===== src/rtl/burst_spi_csr_pkg.sv =====
package burst_spi_csr_pkg;

    localparam int WORD_CTRL_A = 0;
    localparam int WORD_CTRL_B = 1;
    localparam int WORD_RX_BASE = 4;
    localparam int WORD_TX_BASE = 8;

    // Control A field positions
    localparam int A_RX_DMA = 0;
    localparam int A_TX_DMA = 1;
    localparam int A_IEN = 6;
    localparam int A_FLAG = 7;
    localparam int A_WIDTH_LO = 8;
    localparam int A_BURST_LO = 13;
    localparam int A_DIR = 15;
    localparam int A_SUSP_LO = 16;
    localparam int A_MODE_LO = 20;

    // Control B field positions
    localparam int B_GO = 0;
    localparam int B_SEL = 4;
    localparam int B_POL = 5;
    localparam int B_DLY_LO = 12;
    localparam int B_DIV_LO = 16;

    typedef enum logic [1:0] {
        ST_IDLE = 2'd0,
        ST_LAUNCH = 2'd1,
        ST_RUN = 2'd2
    } csr_state_e;

endpackage


===== src/rtl/burst_spi_csr_seq.sv =====
module burst_spi_csr_seq
    import burst_spi_csr_pkg::*;
(
    input  logic clk,
    input  logic rst_n,
    input  logic go_wr,
    input  logic xfer_done,
    output logic busy,
    output logic xfer_start,
    output logic done_evt
);

    csr_state_e state_q;
    csr_state_e state_d;

    always_comb begin
        state_d = state_q;
        unique case (state_q)
            ST_IDLE: if (go_wr) state_d = ST_LAUNCH;
            ST_LAUNCH: state_d = xfer_done ? ST_IDLE : ST_RUN;
            ST_RUN: if (xfer_done) state_d = ST_IDLE;
            default: state_d = ST_IDLE;
        endcase
    end

    always_ff @(posedge clk or negedge rst_n) begin
        if (!rst_n) state_q <= ST_IDLE;
        else state_q <= state_d;
    end

    always_comb begin
        busy = 1'b0;
        xfer_start = 1'b0;
        done_evt = 1'b0;
        unique case (state_q)
            ST_IDLE: ;
            ST_LAUNCH: begin
                busy = 1'b1;
                xfer_start = 1'b1;
                done_evt = xfer_done;
            end
            ST_RUN: begin
                busy = 1'b1;
                done_evt = xfer_done;
            end
            default: ;
        endcase
    end

endmodule


===== src/rtl/burst_spi_csr_ctrl.sv =====
module burst_spi_csr_ctrl
    import burst_spi_csr_pkg::*;
#(
    parameter int DATA_W = 32,
    parameter int WIDTH_W = 5,
    parameter int BURST_W = 2,
    parameter int SUSP_W = 4,
    parameter int MODE_W = 2,
    parameter int DLY_W = 3,
    parameter int DIV_W = 16
) (
    input  logic clk,
    input  logic rst_n,
    input  logic wr_a,
    input  logic wr_b,
    input  logic [DATA_W-1:0] wdata,
    input  logic busy,
    input  logic done_evt,
    output logic rx_dma,
    output logic tx_dma,
    output logic ien,
    output logic flag,
    output logic [WIDTH_W-1:0] width,
    output logic [BURST_W-1:0] burst,
    output logic lane_dir,
    output logic [SUSP_W-1:0] suspend,
    output logic [MODE_W-1:0] lane_mode,
    output logic sel,
    output logic pol,
    output logic [DLY_W-1:0] delay,
    output logic [DIV_W-1:0] divider
);

    logic upd_a;
    logic upd_b;
    logic unused_bits;

    assign upd_a = wr_a && !busy;
    assign upd_b = wr_b && !busy;
    assign unused_bits = ^wdata[3:2];

    always_ff @(posedge clk or negedge rst_n) begin
        if (!rst_n) begin
            rx_dma <= 1'b0;
            tx_dma <= 1'b0;
            ien <= 1'b0;
            width <= '0;
            burst <= '0;
            lane_dir <= 1'b0;
            suspend <= '0;
            lane_mode <= '0;
        end else if (upd_a) begin
            rx_dma <= wdata[A_RX_DMA];
            tx_dma <= wdata[A_TX_DMA];
            ien <= wdata[A_IEN];
            width <= wdata[A_WIDTH_LO +: WIDTH_W];
            burst <= wdata[A_BURST_LO +: BURST_W];
            lane_dir <= wdata[A_DIR];
            suspend <= wdata[A_SUSP_LO +: SUSP_W];
            lane_mode <= wdata[A_MODE_LO +: MODE_W];
        end
    end

    // Completion outranks a clearing write in the same cycle
    always_ff @(posedge clk or negedge rst_n) begin
        if (!rst_n) flag <= 1'b0;
        else if (done_evt) flag <= 1'b1;
        else if (wr_a && wdata[A_FLAG]) flag <= 1'b0;
    end

    always_ff @(posedge clk or negedge rst_n) begin
        if (!rst_n) begin
            sel <= 1'b0;
            pol <= 1'b0;
            delay <= '0;
            divider <= '0;
        end else if (upd_b) begin
            sel <= wdata[B_SEL];
            pol <= wdata[B_POL];
            delay <= wdata[B_DLY_LO +: DLY_W];
            divider <= wdata[B_DIV_LO +: DIV_W];
        end
    end

endmodule


===== src/rtl/burst_spi_csr_data.sv =====
module burst_spi_csr_data #(
    parameter int DATA_W = 32,
    parameter int NUM_WORDS = 4,
    localparam int IDX_W = (NUM_WORDS > 1) ? $clog2(NUM_WORDS) : 1
) (
    input  logic clk,
    input  logic rst_n,
    input  logic tx_wr,
    input  logic [IDX_W-1:0] tx_idx,
    input  logic [DATA_W-1:0] tx_data,
    input  logic rx_wr,
    input  logic [IDX_W-1:0] rx_idx,
    input  logic [DATA_W-1:0] rx_data,
    input  logic [IDX_W-1:0] rd_idx,
    output logic [DATA_W-1:0] tx_rd,
    output logic [DATA_W-1:0] rx_rd,
    output logic [NUM_WORDS*DATA_W-1:0] tx_flat
);

    logic [DATA_W-1:0] tx_q [NUM_WORDS];
    logic [DATA_W-1:0] rx_q [NUM_WORDS];

    for (genvar i = 0; i < NUM_WORDS; i++) begin : g_word
        always_ff @(posedge clk or negedge rst_n) begin
            if (!rst_n) tx_q[i] <= '0;
            else if (tx_wr && tx_idx == IDX_W'(i)) tx_q[i] <= tx_data;
        end
        always_ff @(posedge clk or negedge rst_n) begin
            if (!rst_n) rx_q[i] <= '0;
            else if (rx_wr && rx_idx == IDX_W'(i)) rx_q[i] <= rx_data;
        end
        assign tx_flat[i*DATA_W +: DATA_W] = tx_q[i];
    end

    assign tx_rd = tx_q[rd_idx];
    assign rx_rd = rx_q[rd_idx];

endmodule


===== src/rtl/burst_spi_csr.sv =====
module burst_spi_csr
    import burst_spi_csr_pkg::*;
#(
    parameter int ADDR_W = 6,
    parameter int DATA_W = 32,
    parameter int NUM_WORDS = 4,
    localparam int IDX_W = (NUM_WORDS > 1) ? $clog2(NUM_WORDS) : 1,
    localparam int WORD_AW = ADDR_W - 2
) (
    input  logic clk,
    input  logic rst_n,
    input  logic [ADDR_W-1:0] bus_addr,
    input  logic [DATA_W-1:0] bus_wdata,
    input  logic bus_we,
    output logic [DATA_W-1:0] bus_rdata,
    input  logic xfer_done,
    input  logic rx_wr_en,
    input  logic [IDX_W-1:0] rx_wr_idx,
    input  logic [DATA_W-1:0] rx_wr_data,
    output logic xfer_start,
    output logic busy,
    output logic cfg_rx_dma,
    output logic cfg_tx_dma,
    output logic [4:0] cfg_width,
    output logic [1:0] cfg_burst,
    output logic cfg_lane_dir,
    output logic [3:0] cfg_suspend,
    output logic [1:0] cfg_lane_mode,
    output logic [2:0] cfg_delay,
    output logic [15:0] cfg_divider,
    output logic [NUM_WORDS*DATA_W-1:0] tx_words,
    output logic ss_pin,
    output logic irq
);

    logic [WORD_AW-1:0] word;
    logic hit_a;
    logic hit_b;
    logic hit_rx;
    logic hit_tx;
    logic [IDX_W-1:0] sub_idx;
    logic done_evt;
    logic flag;
    logic ien;
    logic sel;
    logic pol;
    logic [DATA_W-1:0] tx_rd;
    logic [DATA_W-1:0] rx_rd;
    logic unused_addr;

    assign word = bus_addr[ADDR_W-1:2];
    assign unused_addr = ^bus_addr[1:0];

    always_comb begin
        hit_a = (32'(word) == WORD_CTRL_A);
        hit_b = (32'(word) == WORD_CTRL_B);
        hit_rx = (32'(word) >= WORD_RX_BASE) && (32'(word) < WORD_RX_BASE + NUM_WORDS);
        hit_tx = (32'(word) >= WORD_TX_BASE) && (32'(word) < WORD_TX_BASE + NUM_WORDS);
        sub_idx = hit_tx ? IDX_W'(32'(word) - WORD_TX_BASE) : IDX_W'(32'(word) - WORD_RX_BASE);
    end

    burst_spi_csr_seq u_seq (
        .clk(clk),
        .rst_n(rst_n),
        .go_wr(bus_we && hit_b && bus_wdata[B_GO]),
        .xfer_done(xfer_done),
        .busy(busy),
        .xfer_start(xfer_start),
        .done_evt(done_evt)
    );

    burst_spi_csr_ctrl #(.DATA_W(DATA_W)) u_ctrl (
        .clk(clk),
        .rst_n(rst_n),
        .wr_a(bus_we && hit_a),
        .wr_b(bus_we && hit_b),
        .wdata(bus_wdata),
        .busy(busy),
        .done_evt(done_evt),
        .rx_dma(cfg_rx_dma),
        .tx_dma(cfg_tx_dma),
        .ien(ien),
        .flag(flag),
        .width(cfg_width),
        .burst(cfg_burst),
        .lane_dir(cfg_lane_dir),
        .suspend(cfg_suspend),
        .lane_mode(cfg_lane_mode),
        .sel(sel),
        .pol(pol),
        .delay(cfg_delay),
        .divider(cfg_divider)
    );

    burst_spi_csr_data #(.DATA_W(DATA_W), .NUM_WORDS(NUM_WORDS)) u_data (
        .clk(clk),
        .rst_n(rst_n),
        .tx_wr(bus_we && hit_tx && !busy),
        .tx_idx(sub_idx),
        .tx_data(bus_wdata),
        .rx_wr(rx_wr_en),
        .rx_idx(rx_wr_idx),
        .rx_data(rx_wr_data),
        .rd_idx(sub_idx),
        .tx_rd(tx_rd),
        .rx_rd(rx_rd),
        .tx_flat(tx_words)
    );

    always_comb begin
        bus_rdata = '0;
        if (hit_a) begin
            bus_rdata[A_RX_DMA] = cfg_rx_dma;
            bus_rdata[A_TX_DMA] = cfg_tx_dma;
            bus_rdata[A_IEN] = ien;
            bus_rdata[A_FLAG] = flag;
            bus_rdata[A_WIDTH_LO +: 5] = cfg_width;
            bus_rdata[A_BURST_LO +: 2] = cfg_burst;
            bus_rdata[A_DIR] = cfg_lane_dir;
            bus_rdata[A_SUSP_LO +: 4] = cfg_suspend;
            bus_rdata[A_MODE_LO +: 2] = cfg_lane_mode;
        end else if (hit_b) begin
            bus_rdata[B_GO] = busy;
            bus_rdata[B_SEL] = sel;
            bus_rdata[B_POL] = pol;
            bus_rdata[B_DLY_LO +: 3] = cfg_delay;
            bus_rdata[B_DIV_LO +: 16] = cfg_divider;
        end else if (hit_rx) begin
            bus_rdata = rx_rd;
        end else if (hit_tx) begin
            bus_rdata = tx_rd;
        end
    end

    assign ss_pin = pol ? sel : !sel;
    assign irq = flag && ien;

endmodule


===== config.mk =====
export PLATFORM = sky130hd
export DESIGN_NAME = burst_spi_csr
export DESIGN_NICKNAME = d
export VERILOG_FILES = /design/src/rtl/burst_spi_csr_pkg.sv /design/src/rtl/burst_spi_csr_seq.sv /design/src/rtl/burst_spi_csr_ctrl.sv /design/src/rtl/burst_spi_csr_data.sv /design/src/rtl/burst_spi_csr.sv
export SDC_FILE = /design/constraint.sdc
export NUM_CORES = 1
export LEC_CHECK = 0
export ABC_CLOCK_PERIOD_IN_PS = 2800
export BUFFER_PORTS_ARGS = -buffer_cell sky130_fd_sc_hd__buf_2
export CORE_ASPECT_RATIO = 1.4
export CORE_MARGIN = 4
export CORE_UTILIZATION = 30
export DETAILED_ROUTE_END_ITERATION = 8
export PLACE_DENSITY = 0.57
export SLEW_MARGIN = 30
export SYNTH_ARGS = -nofsm -noshare
export SYNTH_HDL_FRONTEND = slang
export SYNTH_HIERARCHICAL = 1
export SYNTH_SLANG_ARGS = --single-unit

===== constraint.sdc =====
create_clock -name clk -period 2.8 [get_ports clk]
set_clock_uncertainty 0.05 [all_clocks]
set_input_delay 0.56 -clock clk [delete_from_list [all_inputs] [get_ports clk]]
set_output_delay 0.56 -clock clk [all_outputs]
set_load 0.02 [all_outputs]

Word-level counts from Yosys, hierarchy flattened
Index checks and enable logic that the tools add are counted.
Widths: inputs -> output; s select.
{"block": "word_totals", "out_inout_bits": 199, "memories": 0, "latchBits": 0, "ff_bits": 297, "mem_bits_rw": 0, "mem_bits_ro": 0}
{"block": "op_classes", "shift": 0, "mux": 30, "bitwise_logic": 1, "n_lt_le_gt_ge": 5, "div": 0, "n_eq_ne": 11, "multipliers": 0, "n_reduce_logical": 28, "addsub": 2}
{"cell": "$mux 32", "n": 6}
{"cell": "$bmux 32 s2", "n": 2}
{"cell": "$mux 16", "n": 2}
{"cell": "$logic_and 1x1->1", "n": 19}
{"cell": "$mux 2", "n": 6}
{"cell": "$eq 2x2->1 const B", "n": 5}
{"cell": "$mux 10", "n": 1}
{"cell": "$lt 4x4->1 const B", "n": 2}
{"cell": "$mux 1", "n": 8}
{"cell": "$eq 2x1->1 const B", "n": 3}
{"cell": "$logic_not 2->1", "n": 3}
{"cell": "$mux 3", "n": 2}
{"cell": "$mux 6", "n": 1}
{"cell": "$pmux 2 s3", "n": 1}
{"cell": "$eq 4x1->1 const B", "n": 1}
{"cell": "$ge 4x3->1 const B", "n": 1}
{"cell": "$ge 4x4->1 const B", "n": 1}
{"cell": "$logic_not 4->1", "n": 1}
{"cell": "$mux 4", "n": 1}
{"cell": "$sub 2x1->2 const B", "n": 2}
{"cell": "$ge 3x3->1 const B", "n": 1}
{"cell": "$not 2->3", "n": 1}
{"cell": "$logic_not 1->1", "n": 2}
{"cell": "$ne 2x1->1 const B", "n": 1}
{"cell": "other kinds (4)", "n": 4}

Longest topological paths before layout
Gate-level depths: netlist of run 1.
{"block": "depth", "depth_word": 11, "ltp_mapped": 7, "ltp_nobuf": 6}

By module
Netlist of run 1, hierarchy kept.
{"mod": "burst_spi_csr_data", "instances": 1, "area_per_inst_um2": 11011.8, "cells_per_inst": 622}
{"mod": "burst_spi_csr_ctrl", "instances": 1, "area_per_inst_um2": 1514.0, "cells_per_inst": 85}
{"mod": "burst_spi_csr", "instances": 1, "area_per_inst_um2": 847.1, "cells_per_inst": 116}
{"mod": "burst_spi_csr_seq", "instances": 1, "area_per_inst_um2": 163.9, "cells_per_inst": 15}

Worst setup path after synthesis of run 1
No wires, ideal clock.
{"block": "synth_path", "kind": "input -> output", "start": "input port bus_addr[2]", "end": "output port bus_rdata[13]", "cell_stages": 5, "slack_ns": 0.338, "arrival_ns": 1.852, "cell_sequence": "buf_2 > buf_4 > mux4_2 > a22oi_1 > o21ai_1"}
{"block": "synth_between", "elab_chain_len": 11, "word_cells_on_any_way": 22, "classes_between": "add/sub (2); order compare (4); eq/ne (1); mux (11); bitwise (1); reduce/logical (3)"}
{"item": "start: declaration", "line": "burst_spi_csr.sv:12", "rtl": "input logic [ADDR_W-1:0] bus_addr,"}
{"item": "$ge 4x4->1 or $lt 4x4->1 (tied branches)", "line": "burst_spi_csr.sv:58", "rtl": "hit_tx = (32'(word) >= WORD_TX_BASE) && (32'(word) < WORD_TX_BASE + NUM_WORDS);"}
{"item": "$logic_and 1x1->1", "line": "burst_spi_csr.sv:58"}
{"item": "$mux 2 (*)", "line": "burst_spi_csr.sv:59", "rtl": "sub_idx = hit_tx ? IDX_W'(32'(word) - WORD_TX_BASE) : IDX_W'(32'(word) - WORD_RX_BASE);"}
{"item": "$not 2->3 (not written as such) (*)", "line": "burst_spi_csr_data.sv:35", "rtl": "assign tx_rd = tx_q[rd_idx];"}
{"item": "$bmux 32 s2 (*)", "line": "burst_spi_csr_data.sv:35"}
{"item": "$mux 32 (not written as such) (*) (2 in a row)", "line": "burst_spi_csr_data.sv:35"}
{"item": "named net tx_rd[13]", "line": "burst_spi_csr.sv:47", "rtl": "logic [DATA_W-1:0] tx_rd;"}
{"item": "$mux 32 (*)", "line": "burst_spi_csr.sv:130", "rtl": "end else if (hit_tx) begin"}
{"item": "$mux 32 (*)", "line": "burst_spi_csr.sv:128", "rtl": "end else if (hit_rx) begin"}
{"item": "$mux 3 (*)", "line": "burst_spi_csr.sv:122", "rtl": "end else if (hit_b) begin"}
{"item": "$mux 16 (*)", "line": "burst_spi_csr.sv:112", "rtl": "if (hit_a) begin"}
{"item": "end: declaration", "line": "burst_spi_csr.sv:15", "rtl": "output logic [DATA_W-1:0] bus_rdata,"}
The timed path passes the listed nets; every way through them passes the cells marked *. The select of a mux whose other input is x is not followed.

Final worst setup path of run 1
{"block": "layout_path", "start": "input port bus_addr[2]", "end": "output port bus_rdata[14]"}
{"block": "layout_between", "word_cells_on_any_way": 22, "classes_between": "add/sub (2); order compare (4); eq/ne (1); mux (11); bitwise (1); reduce/logical (3)"}
{"item": "$ge 4x4->1 or $lt 4x4->1 (tied branches)", "line": "burst_spi_csr.sv:58"}
{"item": "$logic_and 1x1->1", "line": "burst_spi_csr.sv:58"}
{"item": "$mux 2 (*)", "line": "burst_spi_csr.sv:59"}
{"item": "$not 2->3 (not written as such) (*)", "line": "burst_spi_csr_data.sv:36", "rtl": "assign rx_rd = rx_q[rd_idx];"}
{"item": "$bmux 32 s2 (*)", "line": "burst_spi_csr_data.sv:36"}
{"item": "$mux 32 (not written as such) (*) (2 in a row)", "line": "burst_spi_csr_data.sv:36"}
{"item": "named net rx_rd[14]", "line": "burst_spi_csr.sv:48", "rtl": "logic [DATA_W-1:0] rx_rd;"}
{"item": "$mux 32 (*)", "line": "burst_spi_csr.sv:128"}
{"item": "$mux 3 (*)", "line": "burst_spi_csr.sv:122"}
{"item": "$mux 16 (*)", "line": "burst_spi_csr.sv:112"}
Marked as above.

==> results of run 1 <==
[power groups by stage]
stage	Combinational, mW	Clock (mW)	Sequential [mW]
2_1_floorplan	2.45	0	7.78
3_3_place_gp	5.73	0	6.70
4_1_cts	5.83	4.58	6.69
3_5_place_dp	5.82	0	6.76
5_1_grt	6.10	4.74	6.88
6_report	5.75	4.44	6.69
[stage by stage]
stage	power, mW	area [um^2]	hold WS, ns
after global placement	12.43	15820	0.4122
after global routing	17.72	16940	0.04230
final	16.87	16940	-0.008082
after CTS	17.09	16930	0.04088
after detailed placement	12.59	15820	0.4249
after floorplan	10.24	13540	0.2144
[flip-flops by register name (all words and copies together) (netlist names), 2 cells and up]
name	cells
u_ctrl/burst	2
u_ctrl/delay	3
u_ctrl/divider	16
u_ctrl/lane_mode	2
u_ctrl/suspend	4
u_ctrl/width	5
u_data/rx_q	128
u_data/tx_flat	128
u_seq/state_q	2
[metal layers]
metal / routed length [um] / GRT usage / vias to the layer above
met3: 2135 / 0.03659 / 76
li1: - / - / 3770
met4: 1286 / 0.05386 / 8
met5: 54 / 0 / -
met1: 16690 / 0.2074 / 4534
met2: 21160 / 0.2924 / 269
[worst max path at each step]
stage,slack (ns),startpoint,depth (start not counted),end
4_1_cts,0.03,bus_addr[2],8,bus_rdata[7]
6_report,0.12,bus_addr[2],6,bus_rdata[14]
2_1_floorplan,0.34,bus_addr[2],5,bus_rdata[13]
3_3_place_gp,0.03,bus_addr[2],8,bus_rdata[7]
3_5_place_dp,0.04,bus_addr[2],8,bus_rdata[7]
5_1_grt,0.05,bus_addr[2],6,bus_rdata[9]
[layout by cell type, fill, tap and decap left out, types with 2 or more instances in the layout]
cell       netlist  final
nor3b_4          0      2
clkbuf_16        0     35
buf_12           2     14
inv_1            3      3
mux4_2          64     64
buf_2           25    270
buf_8            2      2
a22oi_1         23     23
nand3b_1         4      4
clkinv_2         0      4
buf_4           17     38
a22oi_2          7      7
nor2b_4          0      2
nand3_2          0      2
dfrtp_1        297    297
clkbuf_8         0      8
diode_2          0      2
o21ai_2          8      8
mux2_2         279    279
mux2_1           5      5
nor2b_2          2      2
nand3_1         14     12
a22o_1           2      2
mux2_4          11     11
ha_1             4      4
mux2i_1         10     10
bufinv_16        0      2
clkbuf_1         0      6
o21ai_1          3      3
and2_1           4      4
nand2_1         29     29
[cells by family after synthesis]
group           after synthesis
mux                         369
flops                       297
simple gates                 64
buf+inv                      58
compound gates               45
fa+ha+maj                     4
xor+xnor                      1
[what timing repair did]
item / 4_1_cts / 5_1_grt
endpoints found under the setup margin: 0 / 2
hold buffers: 0 / 0
gates resized for setup: 0 / 1
[area by class of cell]
type                       count  area share
multi-input combinational    483      0.3385
timing repair buffer         324      0.1149
sequential                   297      0.4387
clock inverter                 9    0.006203
tap                          558     0.04121
antenna                        2   0.0002954
clock buffer                  49     0.05952
inverter                       3   0.0006646
[worst max-delay path: stages]
cell and delay [ns]:
buf_8 0.23, buf_12 0.23, mux4_2 0.56, a22oi_1 0.21
o21ai_1 0.08, buf_2 0.18
[cells in the mapped netlist]
| cell type | instances | area (um^2) |
|---|---|---|
| dfrtp_1 | 297 | 7432 |
| mux2_2 | 279 | 3142 |
| mux4_2 | 64 | 1441 |
| nand2_1 | 29 | 108.9 |
| buf_2 | 25 | 125.1 |
| a22oi_1 | 23 | 172.7 |
| buf_4 | 17 | 127.6 |
| nand3_1 | 14 | 70.07 |
| mux2_4 | 11 | 165.2 |
| mux2i_1 | 10 | 100.1 |
| o21ai_2 | 8 | 70.07 |
| a22oi_2 | 7 | 87.58 |
| buf_6 | 5 | 56.30 |
| mux2_1 | 5 | 56.30 |
| and2_1 | 4 | 25.02 |
| ha_1 | 4 | 50.05 |
| nand3b_1 | 4 | 30.03 |
| buf_1 | 3 | 11.26 |
| inv_1 | 3 | 11.26 |
| o21ai_1 | 3 | 15.01 |
| a22o_1 | 2 | 17.52 |
| buf_12 | 2 | 40.04 |
| buf_8 | 2 | 30.03 |
| nor2b_1 | 2 | 12.51 |
| nor2b_2 | 2 | 17.52 |
| nor3b_2 | 2 | 25.02 |
| a21o_1 | 1 | 7.510 |
| a32o_1 | 1 | 10.01 |
| and3_1 | 1 | 6.260 |
| and3b_1 | 1 | 8.760 |
| clkbuf_2 | 1 | 5.000 |
| nand2b_2 | 1 | 8.760 |
| nor2_1 | 1 | 3.750 |
| nor3_2 | 1 | 10.01 |
| nor4_4 | 1 | 21.27 |
| or3_1 | 1 | 6.260 |
| xnor2_1 | 1 | 8.760 |
==> results_dict.tcl, run 1 <==
set metrics [dict create \
    syn_nets 919 \
    dieWidth_um 187.5 \
    nNetsFinal 1224 \
    power.internal_mw 10.99 \
    fin_ws_ns 0.1179 \
    die_h_um 259.3 \
    maxSlewViolCount 0 \
    multi_input_comb_area_mm2 0.005736 \
    num_rows 91 \
    rsz0062_at_grt "no" \
    crit_required_ns 2.19 \
    tightest_slew_ns 0.7720 \
    swShare 0.3488 \
    synth-simple-area-share 0.02616 \
    power_frac_clock 0.263 \
    combPwrFrac 0.341 \
    grtUsageTotal 0.1676 \
    post-cts-setup-buffers 0 \
    clk_latency_ns 0.51 \
    first_global_vias 9531 \
    cts_inserted_buffers 34 \
    drtPass1Iterations 4 \
    synth_compound_area_frac 0.02810 \
    htree_levels 2 \
    worstReg2RegStart "u_seq/state_q[0]$_DFFE_PN0P_" \
    yosys.area_share.adder 0.003697 \
    dieArea_mm2 0.04863 \
    vias_per_cell 5.019 \
    num_vias 8657 \
    start_util 0.3056 \
    synth_top_family_by_area "multiplexers" \
    fin_util 0.3825 \
    netlist_area_mm2 0.01354 \
    startpoint_type "input port" \
    r2r-end "u_data/tx_flat[27]$_DFFE_PN0P_" \
    pwr-share-seq 0.396 \
    yosysUniqueCellTypes 37 \
    antenna_found_initial 9 \
    nFillCells 4195 \
    gp_congestion 0.7694 \
    area.sequential_mm2 0.007432 \
    coreArea_mm2 0.04429 \
    rr_worst_depth 6 \
    ir_drop_mv 0.5029 \
    cp.arrival_ns 2.07 \
    max-slew-margin-rel 0.4854 \
    setup.worst_path.end_class "primary output" \
    hold_violations 2 \
    critical_path_class "in2out" \
    muxShareOfSynthArea 0.3623 \
    status "finished, violations left" \
    clock_sinks 297 \
    finalCritPeriodShare 0.9579 \
    failed_checks "hold timing" \
    p_leak_nw 7.886 \
    whs_ns -0.008082 \
    synthToLayoutAreaGrowth_pct 25.16 \
    synth.avg_cell_area_um2 16.15 \
    wirelength_um 41320 \
    clk_pin_slew_ns 0.06 \
    synth_cells 838 \
    hold_class "in2async" \
    cts_buffer_depth 3 \
    drcViolationCount 0 \
    grt_remaining_overflow 0 \
    grt_pass1_wl_um 62400 \
    fmax_ghz 0.3728 \
    synth-seq-cells 297 \
    hpwl_um 29020 \
    cap_viol_max_count 0 \
    finalSetupViolCount 0 \
    period_minus_slack_ns 2.682 \
    tns_ns 0 \
    crit_path_max_fanout 18 \
    drive_gt1_frac 0.6489 \
    synthXorXnorAreaFrac 0.0006470 \
    place_ws_ns 0.04197 \
    placed_cells 1665 \
    regToRegSetupSlack_ns 0.39 \
    routedWlPerCell_um 23.96 \
    power_density_mw_per_mm2 996.0 \
    io_buffers 273 \
    p_switching_mw 5.886 \
    pin_count 276 \
    grt_max_degree 90 \
    cts_tree "yes" \
    synth_warnings 6 \
    drt_iter0_drc 398 \
    yosysSeqAreaShare 0.5490 \
    fin_cells 1725 \
    cts_root_buffer "clkbuf_16" \
    antenna_left 0 \
]
(Power assumes the default switching activity.)
==> run 2, diff against run 1 <==
--- a/config.mk
+++ b/config.mk
@@ -5,14 +5,14 @@
 export SDC_FILE = /design/constraint.sdc
 export NUM_CORES = 1
 export LEC_CHECK = 0
+export ABC_AREA = 1
 export ABC_CLOCK_PERIOD_IN_PS = 2800
 export BUFFER_PORTS_ARGS = -buffer_cell sky130_fd_sc_hd__buf_2
 export CORE_ASPECT_RATIO = 1.4
 export CORE_MARGIN = 4
 export CORE_UTILIZATION = 30
 export DETAILED_ROUTE_END_ITERATION = 8
-export PLACE_DENSITY = 0.57
-export SLEW_MARGIN = 30
+export PLACE_DENSITY = 0.56
 export SYNTH_ARGS = -nofsm -noshare
 export SYNTH_HDL_FRONTEND = slang
 export SYNTH_HIERARCHICAL = 1
==> results_dict.tcl, run 2 <==
set metrics [dict create \
    status "finished clean" \
    synth.most_common_cell "nand2_1" \
    coreArea_mm2 0.05330 \
    syn_nets 2336 \
    cts_tree "yes" \
    fin_ws_ns 0.2645 \
    fin_area_mm2 0.01941 \
    dieWidth_um 204.4 \
    tns_ns 0 \
    grtUsageTotal 0.2065 \
    nNetsFinal 2554 \
    cts_root_buffer "clkbuf_16" \
    clk_pin_slew_ns 0.07 \
    regToRegSetupSlack_ns 0.41 \
    place_ws_ns 0.1161 \
    startpoint_type "register" \
    rsz0062_at_grt "no" \
    maxSlewViolCount 0 \
    drt_iter0_drc 1264 \
    drive_gt1_frac 0.1769 \
    netlist_area_mm2 0.01621 \
    synth_top_area_frac 0.4586 \
    worstReg2RegStart "u_seq/state_q[0]$_DFFE_PN0P_" \
    ir_drop_mv 0.5870 \
    hpwl_um 43360 \
    period_minus_slack_ns 2.535 \
    routedWlPerCell_um 19.20 \
    synth_top_area_cell "dfrtp_1" \
    yosysUniqueCellTypes 26 \
    die_h_um 283 \
    worstHoldEndpoint "u_data/rx_q[31]$_DFFE_PN0P_" \
    drtPass1Iterations 6 \
    synth_cells 2255 \
    io_buffers 273 \
    drcViolationCount 0 \
    max-slew-margin-rel 0.4008 \
    antenna_found_initial 13 \
    fin_cells 3217 \
    cts_inserted_buffers 31 \
    num_vias 15540 \
    synthArstFlopShare 1.000 \
    synth.avg_cell_area_um2 7.186 \
    finalSetupViolCount 0 \
    critical_path_class "reg2out" \
    final_common_cell "nand2_1" \
    synth_warnings 6 \
    final_cell_mix "911 x nand2_1, 340 x inv_1, 302 x nand3_1" \
    start_util 0.3040 \
    crit_path_max_fanout 4 \
    pin_count 276 \
    cp.arrival_ns 1.93 \
    clk_latency_ns 0.59 \
    whs_ns 0.1841 \
    postPlaceCellArea_mm2 0.01832 \
    power_density_mw_per_mm2 927.3 \
    p_leak_nw 11.09 \
    grt_max_degree 79 \
    hold_class "in2reg" \
    tightest_slew_ns 0.8988 \
    hold_violations 0 \
    crit_required_ns 2.19 \
    synthFlopType "dfrtp_1" \
    synth_edf_count 0 \
    grt_pass1_wl_um 93700 \
    htree_levels 1 \
    synth-seq-cells 297 \
    r2r-end "u_data/tx_flat[109]$_DFFE_PN0P_" \
    rr_worst_depth 8 \
    yosys-top-cells-count "911 x nand2_1, 341 x inv_1, 302 x nand3_1, 297 x dfrtp_1, 128 x nand4_1" \
    gp_congestion 0.8753 \
    wirelength_um 61760 \
    post-cts-setup-buffers 0 \
    num_rows 100 \
    cts_buffer_depth 3 \
    synthToLayoutAreaGrowth_pct 19.78 \
    vias_per_cell 4.832 \
    synth.area.top_cells "dfrtp_1 46%, nand2_1 21%, nand3_1 9.3%, inv_1 7.9%, nand4_1 4.9%" \
    placed_cells 3153 \
    cap_viol_max_count 0 \
    antenna_left 0 \
    first_global_vias 14840 \
    cp-startpoint "u_seq/state_q[0]$_DFFE_PN0P_" \
    worstHoldPathCells 3 \
    fmax_ghz 0.3944 \
    dieArea_mm2 0.05785 \
    min_from "rx_wr_data[31]" \
    clock_sinks 297 \
    yosysSeqAreaShare 0.4586 \
    grt_remaining_overflow 0 \
    finalCritPeriodShare 0.9055 \
    setup.worst_path.end_class "primary output" \
]
-- run 2: cell count changes after synthesis, moves of 61 or more --
cell / before / now
mux4_2: 64 / 0
nand3_1: 14 / 302
nand2_1: 29 / 911
mux2_2: 279 / 0
inv_1: 3 / 341
o21ai_1: 3 / 64
buf_2: 25 / 106
nand4_1: 0 / 128
-- run 2: logic make-up (layout without fill, tap and decap cells) --
| kind of cell | after synthesis | count (layout) | synth area share |
|---|---|---|---|
| buffers and inverters | 503 | 746 | 0.1389 |
| xor gates and xnor gates | 1 | 1 | 0.0005406 |
| other | 0 | 5 | 0 |
| adders and majority gates | 4 | 4 | 0.003088 |
| DFF | 297 | 297 | 0.4586 |
| AOI/OAI and AO/OA | 64 | 64 | 0.01977 |
| and+or+nand+nor | 1386 | 1386 | 0.3791 |
-- run 2: worst max path at each step --
stage / end / cells after the start / slack [ns]
after global placement: u_ctrl/sel$_DFFE_PN0P_ / 10 / 0.14
after floorplan: bus_rdata[12] / 10 / 0.76
after detailed placement: u_ctrl/divider[12]$_DFFE_PN0P_ / 10 / 0.12
after global routing: bus_rdata[18] / 12 / 0.16
final: bus_rdata[0] / 6 / 0.26
after CTS: bus_rdata[0] / 6 / 0.24
-- run 2: layout make-up --
cell class	count	area, um^2
Clock buffer	42	867.1
Tap cell	714	893.4
Timing Repair Buffer	338	2141
Multi-Input combinational cell	1455	6546
Inverter	350	1319
Antenna cell	5	12.51
Fill cell	5676	33890
Clock inverter	16	200.2
Sequential cell	297	7432
-- run 2: routing by layer --
layer  share of wire  up-vias  global-route usage
li1                -     7445                   -
met1            0.39     7362              0.2589
met2            0.49      602              0.3542
met3           0.080      120             0.04633
met4           0.030       14             0.06318
met5          0.0016        -                   0
-- run 2: stage by stage --
step | util | power, mW
finish | 0.3642 | 18.00
global route | 0.3639 | 19.12
CTS | 0.3639 | 18.16
detailed placement | 0.3437 | 13.69
global placement | 0.3437 | 13.56
floorplan | - | 10.96
-- run 2: critical path, stage by stage (launching register included) --
cell	delay, ns
dfrtp_1	0.40
inv_1	0.10
ha_1	0.33
buf_4	0.16
nand3_1	0.08
nand3_1	0.08
buf_2	0.19
-- run 2: report_power, final --
| part | internal, mW | switching (mW) | total, mW |
|---|---|---|---|
| logic | 2.10 | 4.63 | 6.74 |
| clock network | 2.54 | 1.86 | 4.40 |
| registers | 5.72 | 1.14 | 6.86 |
| total | 10.4 | 7.64 | 18.0 |
-- run 2: timing repair --
action,CTS,global route
hold buffers,1,0
setup endpoints to repair,0,0
resized for setup,0,0
endpoints found under the hold margin,67,0
